## config.mk

```make
export PLATFORM = sky130hd
export DESIGN_NAME = fp_widen_s2d
export DESIGN_NICKNAME = d
export VERILOG_FILES = /design/src/rtl/sp2dp_pkg.sv /design/src/rtl/sp2dp_lzc.sv /design/src/rtl/sp2dp_subnorm.sv /design/src/rtl/sp2dp_fastpath.sv /design/src/rtl/fp_widen_s2d.sv
export SDC_FILE = /design/constraint.sdc
export NUM_CORES = 1
export LEC_CHECK = 0
export BUFFER_PORTS_ARGS = -buffer_cell sky130_fd_sc_hd__buf_2
export CAP_MARGIN = 20
export CORE_AREA = 4 4 65 112
export DETAILED_ROUTE_END_ITERATION = 6
export DIE_AREA = 0 0 69 116
export GPL_TIMING_DRIVEN = 1
export MAX_ROUTING_LAYER = met4
export PLACE_DENSITY = 0.79
export SLEW_MARGIN = 40
export SYNTH_ARGS = -nofsm -noshare
export SYNTH_HDL_FRONTEND = slang
export SYNTH_SLANG_ARGS = --single-unit
```

## constraint.sdc

```tcl
create_clock -name clk -period 9.3 [get_ports clk]
set_clock_uncertainty 0.05 [all_clocks]
set_input_delay 1.86 -clock clk [delete_from_list [all_inputs] [get_ports clk]]
set_output_delay 1.86 -clock clk [all_outputs]
set_load 0.01 [all_outputs]
```

## src/rtl/sp2dp_pkg.sv

```systemverilog
package sp2dp_pkg;
    localparam int SP_W      = 32;
    localparam int DP_W      = 64;
    localparam int SP_EXP_W  = 8;
    localparam int SP_FRAC_W = 23;
    localparam int DP_EXP_W  = 11;
    localparam int DP_FRAC_W = 52;
    localparam int SP_BIAS   = 127;
    localparam int DP_BIAS   = 1023;
    // derived
    localparam int MAG_W     = SP_W - 1;
    localparam int FRAC_PAD  = DP_FRAC_W - SP_FRAC_W;
    localparam int EXP_FILL  = DP_EXP_W - SP_EXP_W;
    localparam int SUB_BASE  = DP_BIAS - SP_BIAS + 1;
    localparam int LZC_W     = $clog2(SP_W + 1);

    typedef enum logic [1:0] {
        CLS_ZERO = 2'd0,
        CLS_SUB  = 2'd1,
        CLS_NORM = 2'd2,
        CLS_TOP  = 2'd3
    } sp_class_e;

    typedef struct packed {
        logic            vld;
        logic [DP_W-1:0] data;
    } widen_reg_t;
endpackage

```

## src/rtl/sp2dp_lzc.sv

```systemverilog
module sp2dp_lzc #(
    parameter int W  = 32,
    parameter int CW = $clog2(W + 1)
) (
    input  logic [W-1:0]  vec,
    output logic [CW-1:0] count
);
    // Scan upward so the highest set bit wins.
    always_comb begin
        count = CW'(W);
        for (int i = 0; i < W; i++) begin
            if (vec[i]) count = CW'(W - 1 - i);
        end
    end
endmodule

```

## src/rtl/sp2dp_subnorm.sv

```systemverilog
module sp2dp_subnorm
    import sp2dp_pkg::*;
(
    input  logic [MAG_W-1:0]     mag,
    output logic [DP_EXP_W-1:0]  exp_o,
    output logic [DP_FRAC_W-1:0] frac_o
);
    logic [LZC_W-1:0]     lz;
    logic [LZC_W-1:0]     shamt;
    logic [SP_FRAC_W-1:0] below_one;

    sp2dp_lzc #(.W(SP_W), .CW(LZC_W)) u_lzc (
        .vec   ({1'b0, mag}),
        .count (lz)
    );

    always_comb begin
        // place leading one on the implicit-bit position (bit SP_FRAC_W)
        shamt     = lz - LZC_W'(SP_EXP_W);
        below_one = SP_FRAC_W'({1'b0, mag} << shamt);
        exp_o     = DP_EXP_W'(SUB_BASE) - DP_EXP_W'(shamt);
        frac_o    = {below_one, {FRAC_PAD{1'b0}}};
    end
endmodule

```

## src/rtl/sp2dp_fastpath.sv

```systemverilog
module sp2dp_fastpath
    import sp2dp_pkg::*;
(
    input  logic [SP_W-1:0] op,
    input  logic            exp_max,
    output logic [DP_W-1:0] res
);
    logic                top_e;
    logic [DP_EXP_W-1:0] e_d;

    always_comb begin
        top_e = op[SP_W-2];
        e_d   = {top_e, {EXP_FILL{~top_e}}, op[SP_W-3:SP_FRAC_W]};
        if (exp_max) e_d = '1;
        res   = {op[SP_W-1], e_d, op[SP_FRAC_W-1:0], {FRAC_PAD{1'b0}}};
    end
endmodule

```

## src/rtl/fp_widen_s2d.sv

```systemverilog
module fp_widen_s2d
    import sp2dp_pkg::*;
(
    input  logic            clk,
    input  logic            rst_n,
    input  logic            in_valid,
    input  logic [31:0]     in_data,
    output logic            out_valid,
    output logic [63:0]     out_data
);
    sp_class_e            cls;
    logic [SP_EXP_W-1:0]  e_in;
    logic [DP_W-1:0]      fast_res;
    logic [DP_EXP_W-1:0]  sub_exp;
    logic [DP_FRAC_W-1:0] sub_frac;
    widen_reg_t           st_d, st_q;

    assign e_in = in_data[SP_W-2:SP_FRAC_W];

    always_comb begin
        if (e_in == '1)                          cls = CLS_TOP;
        else if (e_in != '0)                     cls = CLS_NORM;
        else if (in_data[SP_FRAC_W-1:0] != '0)   cls = CLS_SUB;
        else                                     cls = CLS_ZERO;
    end

    sp2dp_fastpath u_fast (
        .op      (in_data),
        .exp_max (cls == CLS_TOP),
        .res     (fast_res)
    );

    sp2dp_subnorm u_sub (
        .mag    (in_data[MAG_W-1:0]),
        .exp_o  (sub_exp),
        .frac_o (sub_frac)
    );

    always_comb begin
        st_d     = st_q;
        st_d.vld = in_valid;
        if (in_valid) begin
            unique case (cls)
                CLS_ZERO: st_d.data = {in_data[SP_W-1], {(DP_W-1){1'b0}}};
                CLS_SUB:  st_d.data = {in_data[SP_W-1], sub_exp, sub_frac};
                default:  st_d.data = fast_res;
            endcase
        end
    end

    always_ff @(posedge clk) begin
        if (!rst_n) st_q <= '0;
        else        st_q <= st_d;
    end

    assign out_valid = st_q.vld;
    assign out_data  = st_q.data;
endmodule

```

After elaboration in Yosys (flattened, before gate mapping)
Cells that the tools add are included.

word-level totals
  bits in registers = 65
  latch bits = 0
  memory bits (writable) = 0
  memory bits (read-only) = 0
  input port bits = 35
  output and inout bits = 65
  word-level logic and storage cells = 48
  memories = 0

cells by class
  $add $sub $neg = 2
  multiply operators = 0
  div/mod/pow operators = 0
  order comparisons = 0
  equality and inequality tests = 3
  shift-type cells = 1
  muxes and demuxes = 36
  bitwise logic cells = 1
  reduce and logical (&&, ||, !) cells = 3

operators by type and width
  cell                                                                 number
  6-bit two-way mux                                                    31
  63-bit case mux with 2 select lines                                  1
  31-bit by 6-bit left shift with 23-bit output                        1
  23-bit nonzero test                                                  1
  11-bit two-way mux                                                   1
  10-bit by 6-bit subtractor with 11-bit output, first input constant  1
  8-bit == test, second input constant                                 1
  8-bit nonzero test                                                   1
  6-bit by 4-bit subtractor with 6-bit output, second input constant   1
  2-bit two-way mux                                                    2
  2-bit by 1-bit == test with 1-bit output, second input constant      1
  2-bit == test, second input constant                                 1
  2-bit zero test                                                      1
  1-bit two-way mux                                                    1
  1-bit NOT                                                            1

Depth between registers and ports, before layout
  depth in word-level cells = 34
  gate-level depth with buffers = 14
  gate-level depth less buffers = 10

By module
From an unflattened synthesis, not the netlist that was laid out.

second synthesis, totals
  cells, all modules = 703
  area total of the unflattened synthesis = 5440.2 um^2

modules (own cells, without submodules)
  module          times used  cells an instance  area each (um^2)
  fp_widen_s2d    1           383                3037.9
  sp2dp_subnorm   1           190                1561.5
  sp2dp_fastpath  1           65                 473.0
  sp2dp_lzc       1           65                 367.9

Worst setup path before layout
Ideal clock, no wire load.

  path kind = input to register
  from = input in_data[12]
  to = register st_q, in the netlist out_data[50]
  library setup time = 0.115 ns
  data arrival time = 4.695 ns
  data required time = 9.135 ns
  setup slack = 4.439 ns
  stages on the path = 14
  buffers on the path = 4
  cells stage by stage = clkbuf_1 -> or4_1 -> a211oi_1 -> o31a_1 -> buf_2 -> clkbuf_1 -> ha_1 -> clkbuf_1 -> inv_1 -> nand2_1 -> a21oi_1 -> nand2_1 -> a31o_2 -> and3_1

on the way
  longest elaborated chain between the ends = 22
  elaborated cells on any way between the ends = 28

ends and longest elaborated chain
  element                                        RTL line             RTL
  start: declaration                             fp_widen_s2d.sv:7    input logic [31:0] in_data,
  6-bit two-way mux (19 in a row)                sp2dp_lzc.sv:12      if (vec[i]) count = CW'(W - 1 - i);
  6-bit by 4-bit subtractor with 6-bit output    sp2dp_subnorm.sv:19  shamt = lz - LZC_W'(SP_EXP_W);
  31-bit by 6-bit left shift with 23-bit output  sp2dp_subnorm.sv:20  below_one = SP_FRAC_W'({1'b0, mag} << shamt);
  63-bit case mux with 2 select lines *          fp_widen_s2d.sv:43   unique case (cls)
  end signal: assignment                         fp_widen_s2d.sv:53   else st_q <= st_d;
  end: declaration                               fp_widen_s2d.sv:16   widen_reg_t st_d, st_q;

Mark *: on every way between the ends. The rest lies on a longest branch, timed or not.
A chain may end at the register's enable or synchronous reset.

Worst setup path in the final report
  from = input in_data[24]
  to = register st_q, in the netlist out_data[38]

on the way
  longest elaborated chain between the ends = 10
  elaborated cells on any way between the ends = 16

ends and longest elaborated chain
  element                                        RTL line
  6-bit two-way mux (7 in a row)                 sp2dp_lzc.sv:12
  6-bit by 4-bit subtractor with 6-bit output    sp2dp_subnorm.sv:19
  31-bit by 6-bit left shift with 23-bit output  sp2dp_subnorm.sv:20
  63-bit case mux with 2 select lines *          fp_widen_s2d.sv:43

Marks and branches as above.

==> reports/results.ini <==
[synthesis]
syn_inst = 446
yosysWarnings = 0
synth-seq-area-share = 0.2056
postSynthAreaPerCell_sq_um = 7.642
synth_cell_type_count = 66
synth_xor_area_frac = 0.007709
synth_top_family_by_area = compound AO/OA/AOI/OAI gates
synth_top_cell_by_area = dfxtp_1
synth-simple-area-share = 0.2004
synthAdderAreaFrac = 0.01101
synthArstFlopShare = 0
ys.flop_type = dfxtp_1
synth_compound_area_frac = 0.2797
synthMuxAreaShare = 0.1634
netlist_area_sq_mm = 0.003408
synthTopCellsByCount = 42 x nand2_1, 35 x dfxtp_1, 32 x a21oi_1, 32 x mux2i_1, 31 x o21ai_0
yosysTopAreaCellShare = 0.2056
synth_area_leaders = dfxtp_1 21%, mux2i_1 9.4%, buf_4 6.6%, mux4_2 5.9%, a21oi_1 4.7%
yosysMostFrequentCell = nand2_1
synth_edf_count = 0
synth_seq_cells = 35

[layout]
areaGrowthSynthToFinish_pct = 11.56
regArea_sq_um = 700.7
fin_nets = 526
post-route-cell-area_sq_mm = 0.003802
multiInputGateArea_sq_mm = 0.002397
drive_gt1_frac = 0.2209
antenna_cells = 0
nFillCells = 634

[cts]
clockBufferDepth = 2
cts.clk_slew.worst_paths_ns = 0.06
post_cts_resized = 0
root_buffer = clkbuf_16
cts_buffers = 5
cts_tree = done
clock-sinks = 35
htree_levels = 2
holdBufCountCts = 0
post_cts_buffers = 0
clkLatencyLatePin_ns = 0.29

[placement]
gp_congestion = 1.074
place_area_sq_mm = 0.003633
port_buffers = 70
hpwl_mm = 9.779
pre_cts_slack_ns = 3.932

[min_path]
hold-path-cell-count = 1
hold_path.class = flop to flop

[critical_path]
required_ns = 9.49
path_class = input pin to flop
arrival_ns = 5.32
crit_fanout = 12
r2r.worst_path.cells = 3
cp-end-kind = flop
cp-start-kind = input pin

[drt]
wl_met2_mm = 5.978
wl_mm = 12.86
firstDrtPassIters = 7
vias = 3777
first_iter_violations = 442
postRouteAntennaNets = 0
wl_met1_mm = 4.866
drc = 0
routed.top_layer = met4
post_drt_wl_per_cell_um = 22.52
wl_met3_mm = 1.066
viasPerCell = 6.615

[sta]
setup_viol = 0
rsz0062_at_grt = no
tns_ns = 0
relSlewSlack = 0.5152
max_freq_mhz = 195.0
timing.final.ws_setup_ns = 4.171
finalCritPeriodShare = 0.5515
holdWs_ns = 0.4289
finalHoldViolations = 0
drv_slew = 0
tightest_slew_ns = 0.7217
finalCriticalPeriod_ns = 5.129

[die]
core_area_sq_mm = 0.006441
die-height_um = 116
dieArea_sq_mm = 0.008004
start_util = 0.5291
io_pins = 100
die_w_um = 69
row_count = 39

[status]
status = finished, final reports clean

[power_and_ir_drop]
p_leak_uw = 0.001604
ir_worst_vdd_mv = 0.1959
power_density_mw_per_mm2 = 133.0

[grt]
grt_pass1_wl_mm = 19.87
antenna_found_initial = 0
grt_max_degree = 69
grt_usage = 0.3245
grt_pass1_vias = 3598
overflow = 0

[run]
drv_cap = 0

==> layer usage <==
layer	vias to the layer above	track usage
met3	63	0.05816
met5	-	-
met1	1757	0.3679
li1	1706	-
met2	251	0.5204
met4	0	0.2177
==> registers in the layout (all words and copies together) (netlist names) <==
| register | flops |
|---|---|
| out_data | 34 |
| out_valid | 1 |
==> cells by family (layout without fill, tap and decap cells) <==
group | after synthesis | count (layout)
mux | 44 | 44
other cells | 1 | 29
flops | 35 | 35
fa+ha+maj | 3 | 3
buf+inv | 82 | 97
compound gates | 142 | 142
xor+xnor | 3 | 3
simple gates | 136 | 136
==> critical path: stages <==
cell	delay, ns
buf_2	0.13
or4_1	0.58
nor3_1	0.63
nand4_1	0.22
ha_1	0.51
nor4_2	0.66
nand2_1	0.17
o311ai_1	0.31
o221a_1	0.23
==> layout by cell type (no fill, tap or decap), types with 3 or more instances in the layout <==
cell type	n
a221oi_1	5
nor4_2	4
nand4_1	5
mux2i_1	32
nor4_1	6
o21ai_1	3
buf_4	3
conb_1	29
a31oi_1	10
or3_1	3
dfxtp_1	35
o211a_1	5
o211ai_1	9
a22oi_1	8
o21ai_0	31
nand3_1	11
nor2_1	28
clkbuf_16	5
o2111ai_1	3
nand2b_1	4
nor3_1	13
inv_2	3
o31ai_1	4
mux4_2	9
buf_2	70
ha_1	3
inv_1	13
o311ai_1	5
nor2b_1	6
a21oi_1	32
nand2_1	42
or4_1	4
==> per-stage QoR <==
stage | utilization | power (uW) | cells
after floorplan | - | 268.1 | 474
after global placement | 0.5627 | 310.8 | 563
after detailed placement | 0.5641 | 310.3 | 563
after CTS | 0.5903 | 505.0 | 571
after global routing | 0.5903 | 523.6 | 571
final | 0.5903 | 505.7 | 571
==> power by group <==
part	leakage, uW	internal (uW)	switching [uW]
sequential	0.000291	160	4.72
combinational	0.00123	51.4	94.9
clock	0.0000838	126	68.1
==> final cells by class <==
type	count	share of cell area
clock inverters	3	0.01152
multi-input cells	357	0.6305
repair buffers	73	0.09806
flip-flops and latches	35	0.1843
well taps	82	0.02698
clock buffers	5	0.03291
inverters	16	0.01579
==> path summary, 6_finish.rpt <==
| kind | to | from | slack [ns] |
|---|---|---|---|
| setup / recovery | out_data[38] | in_data[24] | 4.17 |
| hold reg to reg | out_data[29] | out_data[29] | 0.43 |
| hold / removal | out_data[29] | out_data[29] | 0.43 |
| setup reg to reg | out_data[39] | out_data[39] | 8.31 |
(Power assumes the default switching activity.)
